==> src/rtl/lpdram_pd_pkg.sv <==
package lpdram_pd_pkg;

  typedef enum logic [2:0] {
    ST_IDLE,
    ST_WAIT_PD,
    ST_PD_ENTRY,
    ST_PD,
    ST_EXIT_GUARD,
    ST_WAIT_DPD,
    ST_DPD,
    ST_DPD_EXIT
  } pd_state_e;

  localparam int unsigned TMR_WR  = 0;
  localparam int unsigned TMR_ACT = 1;
  localparam int unsigned TMR_PRE = 2;
  localparam int unsigned NUM_TMR = 3;

endpackage

==> src/rtl/lpdram_pd_countdown.sv <==
module lpdram_pd_countdown #(
  parameter int unsigned W = 8
) (
  input  logic         clk,
  input  logic         rst_n,
  input  logic         load,
  input  logic [W-1:0] load_val,
  output logic         zero
);
  logic [W-1:0] cnt_q;

  always_ff @(posedge clk) begin
    if (!rst_n)           cnt_q <= '0;
    else if (load)        cnt_q <= load_val;
    else if (cnt_q != '0) cnt_q <= cnt_q - 1'b1;
  end

  assign zero = (cnt_q == '0);
endmodule

==> src/rtl/lpdram_pd_timers.sv <==
module lpdram_pd_timers
  import lpdram_pd_pkg::*;
#(
  parameter int unsigned WL_W   = 4,
  parameter int unsigned BL_W   = 5,
  parameter int unsigned TWR_W  = 4,
  parameter int unsigned TRCD_W = 4,
  parameter int unsigned TRP_W  = 4
) (
  input  logic              clk,
  input  logic              rst_n,
  input  logic              cmd_wr,
  input  logic              cmd_act,
  input  logic              cmd_pre,
  input  logic [WL_W-1:0]   cfg_wl,
  input  logic [BL_W-1:0]   cfg_bl,
  input  logic [TWR_W-1:0]  cfg_twr,
  input  logic [TRCD_W-1:0] cfg_trcd,
  input  logic [TRP_W-1:0]  cfg_trp,
  output logic              wr_ok,
  output logic              act_done,
  output logic              pre_done
);
  localparam int unsigned M1    = (WL_W > TWR_W) ? WL_W : TWR_W;
  localparam int unsigned M2    = (M1 > BL_W) ? M1 : BL_W;
  localparam int unsigned M3    = (M2 > TRCD_W) ? M2 : TRCD_W;
  localparam int unsigned MAXW  = (M3 > TRP_W) ? M3 : TRP_W;
  localparam int unsigned CNT_W = MAXW + 2;

  logic [NUM_TMR-1:0] ld;
  logic [NUM_TMR-1:0] zr;
  logic [CNT_W-1:0]   ld_val [NUM_TMR];

  // The write countdown holds one less than the lockout length so that
  // its zero state marks the first edge at which cke may fall.
  always_comb begin
    ld[TMR_WR]      = cmd_wr;
    ld[TMR_ACT]     = cmd_act;
    ld[TMR_PRE]     = cmd_pre;
    ld_val[TMR_WR]  = CNT_W'(cfg_wl) + CNT_W'(cfg_bl >> 1) + CNT_W'(cfg_twr);
    ld_val[TMR_ACT] = CNT_W'(cfg_trcd);
    ld_val[TMR_PRE] = CNT_W'(cfg_trp);
  end

  for (genvar i = 0; i < NUM_TMR; i++) begin : g_tmr
    lpdram_pd_countdown #(.W(CNT_W)) u_cd (
      .clk      (clk),
      .rst_n    (rst_n),
      .load     (ld[i]),
      .load_val (ld_val[i]),
      .zero     (zr[i])
    );
  end

  assign wr_ok    = zr[TMR_WR] && !cmd_wr;
  assign act_done = zr[TMR_ACT];
  assign pre_done = zr[TMR_PRE];
endmodule

==> src/rtl/lpdram_pd_fsm.sv <==
module lpdram_pd_fsm
  import lpdram_pd_pkg::*;
#(
  parameter int unsigned TIS_W     = 8,
  parameter int unsigned GUARD_CYC = 2
) (
  input  logic             clk,
  input  logic             rst_n,
  input  logic             pd_req,
  input  logic             dpd_req,
  input  logic             refresh_due,
  input  logic             clk_stable,
  input  logic             wr_ok,
  input  logic             act_done,
  input  logic             pre_done,
  input  logic             bank_block,
  input  logic [TIS_W-1:0] cfg_tiscke,
  output logic             cke,
  output logic             clk_chg_ok,
  output logic             reinit_req,
  output logic             pd_leave
);
  localparam int unsigned GW = $clog2(GUARD_CYC + 1);

  pd_state_e      st_q;
  logic           cke_q;
  logic           rei_q;
  logic [GW-1:0]  guard_q;
  logic [GW-1:0]  stab_q;
  logic [TIS_W:0] tis_q;

  logic entry_ok;
  assign entry_ok = wr_ok && !refresh_due;

  always_ff @(posedge clk) begin
    if (!rst_n) begin
      st_q    <= ST_IDLE;
      cke_q   <= 1'b1;
      rei_q   <= 1'b0;
      guard_q <= '0;
      stab_q  <= '0;
      tis_q   <= '0;
    end else begin
      rei_q <= 1'b0;
      unique case (st_q)
        ST_IDLE: begin
          if (dpd_req)     st_q <= ST_WAIT_DPD;
          else if (pd_req) st_q <= ST_WAIT_PD;
        end
        ST_WAIT_PD: begin
          if (dpd_req)      st_q <= ST_WAIT_DPD;
          else if (!pd_req) st_q <= ST_IDLE;
          else if (entry_ok) begin
            st_q    <= ST_PD_ENTRY;
            cke_q   <= 1'b0;
            guard_q <= '0;
          end
        end
        ST_PD_ENTRY: begin
          if (guard_q == GW'(GUARD_CYC - 1)) st_q <= ST_PD;
          else guard_q <= guard_q + 1'b1;
        end
        ST_PD: begin
          if (!pd_req) begin
            st_q   <= ST_EXIT_GUARD;
            stab_q <= '0;
          end
        end
        ST_EXIT_GUARD: begin
          if (stab_q == GW'(GUARD_CYC)) begin
            st_q  <= ST_IDLE;
            cke_q <= 1'b1;
          end else if (clk_stable) stab_q <= stab_q + 1'b1;
          else stab_q <= '0;
        end
        ST_WAIT_DPD: begin
          if (!dpd_req) st_q <= ST_IDLE;
          else if (entry_ok) begin
            st_q   <= ST_DPD;
            cke_q  <= 1'b0;
            stab_q <= '0;
          end
        end
        ST_DPD: begin
          if (stab_q == GW'(GUARD_CYC)) begin
            st_q  <= ST_DPD_EXIT;
            cke_q <= 1'b1;
            tis_q <= '0;
          end else if (!dpd_req && clk_stable) stab_q <= stab_q + 1'b1;
          else stab_q <= '0;
        end
        ST_DPD_EXIT: begin
          if ((tis_q + 1'b1) >= {1'b0, cfg_tiscke}) begin
            st_q  <= ST_IDLE;
            rei_q <= 1'b1;
          end else tis_q <= tis_q + 1'b1;
        end
        default: st_q <= ST_IDLE;
      endcase
    end
  end

  assign cke        = cke_q;
  assign reinit_req = rei_q;
  assign clk_chg_ok = (st_q == ST_PD) && act_done && pre_done && !bank_block;
  assign pd_leave   = (st_q == ST_EXIT_GUARD) && (stab_q == GW'(GUARD_CYC));
endmodule

==> src/rtl/lpdram_pd_seq.sv <==
module lpdram_pd_seq #(
  parameter int unsigned WL_W      = 4,
  parameter int unsigned BL_W      = 5,
  parameter int unsigned TWR_W     = 4,
  parameter int unsigned TRCD_W    = 4,
  parameter int unsigned TRP_W     = 4,
  parameter int unsigned TIS_W     = 8,
  parameter int unsigned GUARD_CYC = 2
) (
  input  logic              clk,
  input  logic              rst_n,
  input  logic              pd_req,
  input  logic              dpd_req,
  input  logic              refresh_due,
  input  logic              clk_stable,
  input  logic              cmd_wr,
  input  logic              cmd_act,
  input  logic              cmd_pre,
  input  logic              cmd_ref_bank,
  input  logic [WL_W-1:0]   cfg_wl,
  input  logic [BL_W-1:0]   cfg_bl,
  input  logic [TWR_W-1:0]  cfg_twr,
  input  logic [TRCD_W-1:0] cfg_trcd,
  input  logic [TRP_W-1:0]  cfg_trp,
  input  logic [TIS_W-1:0]  cfg_tiscke,
  input  logic              cfg_eight_bank,
  output logic              cke,
  output logic              clk_chg_ok,
  output logic              reinit_req
);
  logic wr_ok, act_done, pre_done, pd_leave;
  logic bank_block_q;

  lpdram_pd_timers #(
    .WL_W(WL_W), .BL_W(BL_W), .TWR_W(TWR_W), .TRCD_W(TRCD_W), .TRP_W(TRP_W)
  ) u_timers (
    .clk      (clk),
    .rst_n    (rst_n),
    .cmd_wr   (cmd_wr),
    .cmd_act  (cmd_act),
    .cmd_pre  (cmd_pre),
    .cfg_wl   (cfg_wl),
    .cfg_bl   (cfg_bl),
    .cfg_twr  (cfg_twr),
    .cfg_trcd (cfg_trcd),
    .cfg_trp  (cfg_trp),
    .wr_ok    (wr_ok),
    .act_done (act_done),
    .pre_done (pre_done)
  );

  // A per-bank refresh on a device without eight banks is not a permitted
  // in-flight operation; it blocks clock changes until power-down ends.
  always_ff @(posedge clk) begin
    if (!rst_n)                             bank_block_q <= 1'b0;
    else if (cmd_ref_bank && !cfg_eight_bank) bank_block_q <= 1'b1;
    else if (pd_leave)                      bank_block_q <= 1'b0;
  end

  lpdram_pd_fsm #(.TIS_W(TIS_W), .GUARD_CYC(GUARD_CYC)) u_fsm (
    .clk         (clk),
    .rst_n       (rst_n),
    .pd_req      (pd_req),
    .dpd_req     (dpd_req),
    .refresh_due (refresh_due),
    .clk_stable  (clk_stable),
    .wr_ok       (wr_ok),
    .act_done    (act_done),
    .pre_done    (pre_done),
    .bank_block  (bank_block_q),
    .cfg_tiscke  (cfg_tiscke),
    .cke         (cke),
    .clk_chg_ok  (clk_chg_ok),
    .reinit_req  (reinit_req),
    .pd_leave    (pd_leave)
  );
endmodule

==> config.mk <==
export PLATFORM = sky130hd
export DESIGN_NAME = lpdram_pd_seq
export DESIGN_NICKNAME = d
export VERILOG_FILES = /design/src/rtl/lpdram_pd_pkg.sv /design/src/rtl/lpdram_pd_countdown.sv /design/src/rtl/lpdram_pd_timers.sv /design/src/rtl/lpdram_pd_fsm.sv /design/src/rtl/lpdram_pd_seq.sv
export SDC_FILE = /design/constraint.sdc
export NUM_CORES = 1
export LEC_CHECK = 0
export BUFFER_PORTS_ARGS = -buffer_cell sky130_fd_sc_hd__buf_2
export CELL_PAD_IN_SITES_DETAIL_PLACEMENT = 1
export CELL_PAD_IN_SITES_GLOBAL_PLACEMENT = 1
export CORE_ASPECT_RATIO = 1.75
export CORE_UTILIZATION = 40
export DETAILED_ROUTE_END_ITERATION = 8
export GPL_TIMING_DRIVEN = 0
export PLACE_DENSITY = 0.72
export SYNTH_ARGS = -nofsm -noshare
export SYNTH_HDL_FRONTEND = slang
export SYNTH_HIERARCHICAL = 1
export SYNTH_SLANG_ARGS = --single-unit
==> constraint.sdc <==
create_clock -name clk -period 4.74 [get_ports clk]
set_input_delay 0.948 -clock clk [delete_from_list [all_inputs] [get_ports clk]]
set_output_delay 0.948 -clock clk [all_outputs]
set_load 0.01 [all_outputs]
==> metrics, run 1 <==
status completed; switching part of the total power 0.3085; Cell variety after synth 53; dpl cells 465; switching power between 300 and 400 uW; min-delay worst type flip-flop to flip-flop; Peak Freq around 330 MHz; WHS Endpoint u_fsm/tis_q[8]; vias in the first global route 2,661; # diodes 0; largest fanout on the critical path 6; antenna violation net count after detailed routing 0; Skew-Pair Late Insertion Delay about 0.28 ns; P_int approximately 860 uW; Rows 40; WP data required between 4 and 5 ns; Max clock buf depth 2; Storage cell area between 800 and 900 um^2; largest net degree at the start of global routing 27; Tcrit/Tclk final 0.6301; # setup viols final 0; fin. max-slew vios 0; reg-to-reg endpoint u_fsm/tis_q[4]; #FFs+latches synth 40; fin crit period 2.987 ns; CP arrival roughly 3.2 ns; reg2reg start u_fsm/tis_q[0]; vias approximately 2,500; Comb pwr share 0.341; Area Overhead vs Synth 18.31%; Setup TNS 0 ns; Power Dens Cells about 370 nW/um^2; Max Cap Viol 0; clk slew on worst S/H paths around 0.06 ns; CTS root buf clkbuf_16; fill count roughly 850; Post-Layout Cell Count 473; Num Clock Sinks 40; layout cells sized above 1 0.2082; routed vias/inst 5.266; unrepaired setup endpoints after global routing no; maximum VDD drop 0.2113 mV; hold path cells 2; worst setup path class flip-flop to flip-flop; die height approximately 110 um; sequential fraction of the synthesis area 0.2817; Yosys warning total 6; Leak between 0.001 and 0.0015 uW; PortBufs between 40 and 50; ys async rst share 0; IO Pins between 40 and 50; die area 7461 um^2; post-cts resize count 0; Seq pwr share 0.327; Max-slew headroom 0.3307; Multi-input gate area about 1900 um^2; hold_sp u_fsm/tis_q[8]; drt pass-1 iters 4; post-synth top area share 0.2817; Core Area slightly below 7000 um^2; DR iter-0 viols 28; Crit. End Element flip-flop; total grt overflow 0; power share of the clock group 0.331; CTS tree built; Layout Skew roughly 0.0048 ns; Net count, final ~450; Syn Inst Count about 330; hold-fix buffer count after cts 0; drt total wl 6696 um; postcts setup bufs 0; Synth Area per Inst roughly 8.5 um^2; Fin. Hold Viols 0; worst reg-to-reg path cell count 10; total CTS buffers 5; r2r setup slk about 1.8 ns; routed length per placed instance 14.16 um; Netlist Area Pre-Place ~2800 um^2; Most used DFF post-synth dfxtp_1; hold_ws 0.4458 ns; initial core utilization 0.4146; Placer Congestion roughly 0.8; width of the die about 66 um; Synth area leaders dfxtp_1 (28%), ha_1 (8.8%), xnor2_1 (5.2%), nand2_1 (4.2%), inv_1 (4.1%); GRT Total Usage 0.2014; initial antenna violation count 0; worst-margin pin slew between 0.9 and 1 ns; first-pass GRT wire length between 10,000 and 15,000 um; DRC 0; H-tree Lvls 2; Synth area leader dfxtp_1; number of synthesized flops with an enable pin 0; HPWL Detailed 5414 um; Worst setup SP type flip-flop
-- cells in the mapped netlist, types with 4 or more instances --
| master | number |
|---|---|
| nand2_1 | 32 |
| ha_1 | 20 |
| clkbuf_1 | 6 |
| nand3_1 | 14 |
| o21ai_0 | 9 |
| a21oi_1 | 7 |
| mux2i_1 | 6 |
| nor2_1 | 28 |
| dfxtp_1 | 40 |
| xor2_1 | 8 |
| a32o_1 | 6 |
| inv_1 | 31 |
| o21ai_2 | 4 |
| fa_1 | 5 |
| and2_1 | 10 |
| nand4_1 | 7 |
| nor4_1 | 4 |
| o31ai_1 | 10 |
| nand2b_1 | 11 |
| xnor2_1 | 17 |
| nor2b_1 | 5 |
-- registers in the layout (all words and copies together) (netlist names) --
name,count
bank_block_q,1
u_fsm/cke,1
u_fsm/guard_q,2
u_fsm/reinit_req,1
u_fsm/st_q,3
u_fsm/stab_q,2
u_fsm/tis_q,9
u_timers/g_tmr.u_cd/cnt_q,21
-- stage by stage --
step | setup slack, ns | utilization | area (um^2) | total power [uW]
6_report | 1.753 | 0.4905 | 3363 | 1241
5_1_grt | 1.556 | 0.4905 | 3363 | 1319
4_1_cts | 1.774 | 0.4905 | 3363 | 1258
3_5_place_dp | 1.598 | 0.4639 | 3181 | 836.5
3_3_place_gp | 1.301 | 0.4631 | 3176 | 825.5
2_1_floorplan | 2.130 | - | 2865 | 735.9
-- final cells by class --
type	instances	share of cell area
repair buffers	42	0.06250
flip-flops and latches	40	0.2381
well taps	84	0.03125
inverters	31	0.03460
multi-input cells	256	0.5580
clock inverters	1	0.008929
plain buffers	12	0.02121
clock buffers	7	0.04539
-- routing by layer --
| layer | part of all wire | vias up | global-route usage |
|---|---|---|---|
| li1 | - | 1254 | - |
| met1 | 0.35 | 1184 | 0.1825 |
| met2 | 0.60 | 42 | 0.4109 |
| met3 | 0.024 | 11 | 0.02900 |
| met4 | 0.029 | 0 | 0.08841 |
| met5 | 0 | - | 0 |
-- how the worst max path moves through the flow --
stage	slack [ns]	start	endpoint	cells after the start
2_1_floorplan	2.13	u_fsm/tis_q[0]	u_fsm/tis_q[5]	10
3_3_place_gp	1.30	u_fsm/tis_q[0]	u_fsm/tis_q[5]	10
3_5_place_dp	1.60	rst_n	u_fsm/tis_q[4]	6
4_1_cts	1.77	u_fsm/tis_q[0]	u_fsm/tis_q[3]	10
5_1_grt	1.56	u_fsm/tis_q[0]	u_fsm/tis_q[4]	10
6_report	1.75	u_fsm/tis_q[0]	u_fsm/tis_q[4]	10
-- logic make-up after synthesis --
family,share of synthesized area
xor gates and xnor gates,0.07702
buffers and inverters,0.06602
AOI/OAI and AO/OA,0.1571
muxes,0.03697
other,0.001319
DFF,0.2817
and+or+nand+nor,0.2566
adders and majority gates,0.1232
-- power groups by stage --
stage | combinational [uW] | clock, uW | sequential, uW
finish | 424 | 411 | 406
detailed placement | 423 | 0 | 413
floorplan | 330 | 0 | 405
CTS | 429 | 422 | 407
global placement | 414 | 0 | 412
global route | 478 | 429 | 413
-- cell usage in the layout, fill, tap and decap left out, drive strengths merged, types with 2 or more instances in the layout --
| cell | n |
|---|---|
| a2bb2oi | 2 |
| mux2i | 6 |
| or4 | 2 |
| nor2b | 5 |
| a32o | 6 |
| o21a | 2 |
| clkbuf | 13 |
| a21oi | 8 |
| inv | 31 |
| xor2 | 8 |
| o21ai | 14 |
| and4b | 3 |
| nand4b | 2 |
| nor2 | 28 |
| conb | 7 |
| ha | 20 |
| fa | 5 |
| nor3 | 5 |
| nand2b | 11 |
| o31ai | 10 |
| nand4 | 7 |
| mux2 | 3 |
| nand2 | 32 |
| nor4 | 4 |
| o221a | 2 |
| dfxtp | 40 |
| and2 | 10 |
| buf | 48 |
| or3 | 3 |
| nand3 | 15 |
| nor3b | 3 |
| or2 | 2 |
| o211ai | 3 |
| xnor2 | 17 |
-- worst max-delay path, stage by stage (launching register included) --
cell and delay (ns):
dfxtp_1 0.40, ha_1 0.22, nand3_2 0.17, nor2_1 0.16, xor2_1 0.23, ha_1 0.29, nand4_1 0.10, o21bai_1 0.13
nor4_1 0.88, nand4_1 0.19, o211ai_1 0.12
No activity file was read; power rests on OpenSTA's default activity.
==> run 2, diff against run 1 <==
--- a/config.mk
+++ b/config.mk
@@ -5,14 +5,15 @@
 export SDC_FILE = /design/constraint.sdc
 export NUM_CORES = 1
 export LEC_CHECK = 0
+export ABC_AREA = 1
 export BUFFER_PORTS_ARGS = -buffer_cell sky130_fd_sc_hd__buf_2
 export CELL_PAD_IN_SITES_DETAIL_PLACEMENT = 1
 export CELL_PAD_IN_SITES_GLOBAL_PLACEMENT = 1
 export CORE_ASPECT_RATIO = 1.75
-export CORE_UTILIZATION = 40
+export CORE_UTILIZATION = 38
 export DETAILED_ROUTE_END_ITERATION = 8
 export GPL_TIMING_DRIVEN = 0
-export PLACE_DENSITY = 0.72
+export PLACE_DENSITY = 0.73
 export SYNTH_ARGS = -nofsm -noshare
 export SYNTH_HDL_FRONTEND = slang
 export SYNTH_HIERARCHICAL = 1
==> constraint.sdc (replaced) <==
create_clock -name clk -period 2.7 [get_ports clk]
set_input_delay 0.54 -clock clk [delete_from_list [all_inputs] [get_ports clk]]
set_output_delay 0.54 -clock clk [all_outputs]
set_load 0.01 [all_outputs]
==> metrics, run 2 <==
initial core utilization 0.3898; die area just over 9000 um^2; initial antenna violation count 0; routed vias/inst approximately 4.8; routed length per placed instance around 12 um; largest fanout on the critical path 10; largest net degree at the start of global routing 16; switching part of the total power 0.4011; Synth Area per Inst ~7.2 um^2; number of synthesized flops with an enable pin 0; post-synth top area share 0.2369; switching power approximately 1000 uW; # setup viols final 0; Synth area leaders dfxtp_1 (24%), nand2_1 (11%), inv_1 (8.3%), ha_1 (7.4%), nor2_1 (5.6%); hold path cells 2; Synth area leader dfxtp_1; flip-flop count of the largest register after layout 21; fin. max-slew vios 0; crit path to u_fsm/st_q[1]; maximum VDD drop ~0.26 mV; P_int about 1500 uW; r2r setup slk ~0.19 ns; register bank with the most flops u_timers/g_tmr.u_cd/cnt_q; reg2reg start u_fsm/tis_q[2]; Netlist Area Pre-Place between 3000 and 4000 um^2; Net count, final between 500 and 600; Cell variety after synth 39; largest registers u_timers/g_tmr.u_cd/cnt_q x21, u_fsm/tis_q x9, u_fsm/st_q x3; PortBufs just over 40; Placer Congestion approximately 0.8; cell with the most instances after synthesis nand2_1; Peak Freq a little under 400 MHz; Layout Skew 0.004219 ns; CP startpoint u_fsm/tis_q[2]; worst setup path class flip-flop to flip-flop; Crit. End Element flip-flop; GRT Total Usage 0.1870; commonest cells in the netlist nand2_1 (103), inv_1 (75), nor2_1 (50); CTS root buf clkbuf_16; layout cells sized above 1 0.2214; first-pass GRT wire length between 10,000 and 15,000 um; Worst setup SP type flip-flop; Syn Inst Count 469; #FFs+latches synth 40; Yosys warning total 6; Most used DFF post-synth dfxtp_1; fin crit period 2.513 ns; Fin. Hold Viols 0; HPWL Detailed ~6600 um; vias 3,056; clk slew on worst S/H paths around 0.060 ns; Skew-Pair Late Insertion Delay around 0.28 ns; Core Area around 8700 um^2; drt total wl about 7800 um; DR iter-0 viols 37; sequential fraction of the synthesis area 0.2369; IO Pins 43; worst reg-to-reg path cell count 16; CP arrival about 2.7 ns; H-tree Lvls 2; width of the die ~73 um; power share of the clock group 0.247; Setup TNS 0 ns; reg-to-reg endpoint u_fsm/st_q[1]; total grt overflow 0; CTS tree built; Max clock buf depth 2; antenna violation net count after detailed routing 0; unrepaired setup endpoints after global routing no; Leak ~0.0020 uW; ys async rst share 0; Power Dens Cells between 600 and 700 nW/um^2; commonest cells after routing, fill and taps aside nand2_1 (103), inv_1 (75), nor2_1 (50); hold-fix buffer count after cts 0; Seq pwr share 0.310; cell area after layout ~4000 um^2; Max Cap Viol 0; Comb pwr share 0.443; Placed Area around 3800 um^2; DRC 0; WP data required approximately 2.9 ns; Area Overhead vs Synth 15.44%; # diodes 0; drt pass-1 iters 4; most common cell after layout, fill and taps aside nand2_1; Num Clock Sinks 40; min-delay worst type flip-flop to flip-flop; Tcrit/Tclk final 0.9308; die height roughly 130 um; total CTS buffers 5; status completed; Rows 45; vias in the first global route around 3,300; fill count ~1,200
[run 2: changes by cell type in the layout (fill, tap and decap cells not counted), moves of 12 or more]
cell	before	now
nand2_1	32	103
inv_1	31	75
nor2_1	28	50
a21oi_1	7	24
xnor2_1	17	1
o21ai_1	0	13
nand3_1	14	26
nor2_4	0	12
[run 2: per-layer routing]
| metal | up-vias | wire length, um | track usage |
|---|---|---|---|
| li1 | 1573 | - | - |
| met1 | 1429 | 2839 | 0.1692 |
| met2 | 45 | 4643 | 0.3922 |
| met3 | 9 | 161 | 0.02383 |
| met4 | 0 | 127 | 0.06805 |
| met5 | - | 0 | 0 |
[run 2: final cells by class]
class | count | area [um^2] | share of cell area
timing repair buffer | 41 | 205.2 | 0.05260
multi-input combinational | 344 | 2172 | 0.5568
tap | 117 | 146.4 | 0.03752
clock buffer | 8 | 146.4 | 0.03752
sequential | 40 | 802.0 | 0.2056
buffer | 9 | 118.9 | 0.03047
inverter | 82 | 310.3 | 0.07954
[run 2: stage by stage]
step	power (uW)	setup WS (ns)	hold WS [ns]	instances	util
after global routing	2641	0.02071	0.5026	641	0.4499
final	2445	0.1869	0.4758	641	0.4499
after detailed placement	1869	0.1315	0.4725	633	0.4329
after CTS	2494	0.1068	0.4867	641	0.4498
after floorplan	1627	0.5527	0.4428	475	-
after global placement	1816	0.1889	0.4590	633	0.4329
[run 2: power by group through the flow]
stage	clock [uW]	sequential, uW	combinational [uW]
floorplan	0	754	873
detailed placement	0	770	1100
CTS	630	758	1110
finish	604	757	1080
global placement	0	764	1050
global route	645	767	1230
[run 2: logic make-up after synthesis]
| family | Yosys count | share of synthesized area |
|---|---|---|
| compound gates | 65 | 0.1092 |
| xor+xnor | 14 | 0.04961 |
| fa+ha+maj | 25 | 0.1037 |
| buf+inv | 91 | 0.1270 |
| flops | 40 | 0.2369 |
| other cells | 1 | 0.001110 |
| simple gates | 233 | 0.3725 |
[run 2: timing repair]
item | 4_1_cts | 5_1_grt
endpoints found under the setup margin | 0 | 2
setup buffers | 0 | 0
gates resized for setup | 0 | 1
[run 2: worst max-delay path, stage by stage (launching register included)]
cell	delay [ns]
dfxtp_1	0.39
nand3_1	0.12
nor2_1	0.17
nand3_1	0.12
nor2_1	0.13
xor2_1	0.22
inv_1	0.07
ha_1	0.31
nand4_1	0.13
nand2_1	0.07
nor2_2	0.14
nand3_2	0.11
buf_6	0.16
nand2_2	0.09
nand2_1	0.06
nand2_1	0.08
nor2_2	0.03
[run 2: worst min path at each step]
stage	end	from	slack [ns]
CTS	u_fsm/cke	u_fsm/cke	0.49
floorplan	u_fsm/tis_q[8]	u_fsm/tis_q[8]	0.44
finish	u_fsm/tis_q[8]	u_fsm/tis_q[8]	0.48
global placement	u_fsm/cke	u_fsm/cke	0.46
global route	u_timers/g_tmr[2].u_cd/cnt_q[0]	u_timers/g_tmr[2].u_cd/cnt_q[0]	0.50
detailed placement	u_fsm/cke	u_fsm/cke	0.47
==> run 3, diff against run 2 <==
--- a/config.mk
+++ b/config.mk
@@ -5,15 +5,16 @@
 export SDC_FILE = /design/constraint.sdc
 export NUM_CORES = 1
 export LEC_CHECK = 0
-export ABC_AREA = 1
-export BUFFER_PORTS_ARGS = -buffer_cell sky130_fd_sc_hd__buf_2
+export ABC_AREA = 0
 export CELL_PAD_IN_SITES_DETAIL_PLACEMENT = 1
 export CELL_PAD_IN_SITES_GLOBAL_PLACEMENT = 1
 export CORE_ASPECT_RATIO = 1.75
-export CORE_UTILIZATION = 38
+export CORE_MARGIN = 2
+export CORE_UTILIZATION = 40
 export DETAILED_ROUTE_END_ITERATION = 8
+export DONT_BUFFER_PORTS = 1
 export GPL_TIMING_DRIVEN = 0
-export PLACE_DENSITY = 0.73
+export PLACE_DENSITY = 0.68
 export SYNTH_ARGS = -nofsm -noshare
 export SYNTH_HDL_FRONTEND = slang
 export SYNTH_HIERARCHICAL = 1
==> metrics, run 3 (synthesis results as in run 1) <==
status completed; IO Pins 43; vias in the first global route between 2,000 and 3,000; initial antenna violation count 0; Peak Freq between 300 and 400 MHz; drt pass-1 iters 4; min-delay worst type primary input to flip-flop; antenna violation net count after detailed routing 0; PortBufs 0; # diodes 0; fin. max-slew vios 0; worst setup path class flip-flop to flip-flop; total grt overflow 0; initial core utilization 0.4146; cell area after layout 3206 um^2; # setup viols final 0; switching part of the total power 0.3280; register bank with the most flops u_timers/g_tmr.u_cd/cnt_q; fill count slightly above 800; dpl cells 424; CTS root buf clkbuf_16; largest fanout on the critical path 7; width of the die ~68 um; most common cell after layout, fill and taps aside dfxtp_1; DRC 0; power share of the clock group 0.301; Rows 40; met2 GRT Util 0.3902; Num Clock Sinks 40; Post-Layout Cell Count 433; Worst setup SP type flip-flop; first-pass GRT wire length between 10,000 and 15,000 um; die height roughly 120 um; met3 usage 0.03107; DR iter-0 viols 40; unrepaired setup endpoints after global routing no; CTS tree built; Layout Skew a little over 0.002 ns; global routing usage on met1 0.1864; hold-fix buffer count after cts 0; Core Area approximately 6900 um^2; pre-CTS setup slack -0.2604 ns; PnR worst setup slack around 0.11 ns; total CTS buffers 5; Crit. End Element flip-flop; Tcrit/Tclk final 0.9596; Max clock buf depth 2; Area Overhead vs Synth 12.76%; routed vias/inst around 5.5; Skew-Pair Late Insertion Delay 0.29 ns; clk slew on worst S/H paths approximately 0.06 ns; largest net degree at the start of global routing 27; largest registers u_timers/g_tmr.u_cd/cnt_q x21, u_fsm/tis_q x9, u_fsm/st_q x3; vias approximately 2,400; P_int ~1400 uW; maximum VDD drop between 0.3 and 0.4 mV; worst-margin pin slew between 0.5 and 0.6 ns; Power Dens Cells 631.9 nW/um^2; global route hottest layer met2; HPWL Detailed approximately 5400 um; layout cells sized above 1 0.1461; H-tree Lvls 2; switching power between 600 and 700 uW; Max-slew headroom 0.6471; drt total wl 6927 um; Seq pwr share 0.351; fin crit period around 2.6 ns; WP data required about 2.9 ns; Fin. Hold Viols 0; Final Core Density 0.4675; Placer Congestion between 0.7 and 0.8; flip-flop count of the largest register after layout 21; CP arrival 2.75 ns; commonest cells after routing, fill and taps aside dfxtp_1 (36), nand2_1 (32), inv_1 (31); Net count, final ~410; routed length per placed instance between 15 and 20 um; Leak 0.001310 uW; Comb pwr share 0.348; die area around 8000 um^2; GRT Total Usage 0.1960; Max Cap Viol 0; Placed Area roughly 3000 um^2
## run 3: area by class of cell
type / count / area (um^2) / area share
repair buffers: 2 / 12.51 / 0.003903
clock buffers: 6 / 138.9 / 0.04333
multi-input cells: 256 / 1938 / 0.6046
inverters: 31 / 116.4 / 0.03630
well taps: 84 / 105.1 / 0.03279
plain buffers: 12 / 71.32 / 0.02225
clock inverters: 2 / 10.01 / 0.003123
flip-flops and latches: 40 / 813.3 / 0.2537
## run 3: worst max-delay path, cell delays in order, from the launching register on
cell and delay [ns]:
dfxtp_2 0.39, and4_4 0.26, nand4_1 0.14, xnor2_1 0.22, ha_1 0.30, nand4_1 0.12, o21bai_2 0.10, or4_4 0.49
o211ai_4 0.30, a22oi_1 0.14
## run 3: layer usage
layer / wire length, um / vias to the layer above
li1: - / 1175
met1: 2506 / 1154
met2: 4121 / 47
met3: 176 / 8
met4: 123 / 0
met5: 0 / -
## run 3: repair_timing
item                       in CTS  in global routing
setup buffers                   1                  0
setup endpoints to repair      12                 12
pin swaps                       2                  2
gates resized for setup         9                  9
## run 3: metrics by stage
step	total power, uW	setup TNS [ns]	hold WS, ns
after floorplan	1292	0	0.4227
after global placement	1412	-4.378	0.4444
after detailed placement	1431	-2.292	0.4450
after CTS	2060	0	0.3636
after global routing	2163	0	0.3731
final	2026	0	0.3728
## run 3: final timing paths
kind / startpoint / to / slack, ns / cells after the start
worst max-delay path: u_fsm/tis_q[1] / u_fsm/tis_q[5] / 0.11 / 9
worst min-delay path: rst_n / u_timers/g_tmr[1].u_cd/cnt_q[3] / 0.37 / 1
worst max register to register: u_fsm/tis_q[1] / u_fsm/tis_q[5] / 0.11 / 9
worst min register to register: u_fsm/tis_q[8] / u_fsm/tis_q[8] / 0.45 / 2
## run 3: power by group through the flow
stage	logic [uW]	clock network, uW	registers (uW)
2_1_floorplan	580	0	712
3_3_place_gp	689	0	723
3_5_place_dp	705	0	726
4_1_cts	711	634	714
5_1_grt	791	651	722
6_report	705	609	712
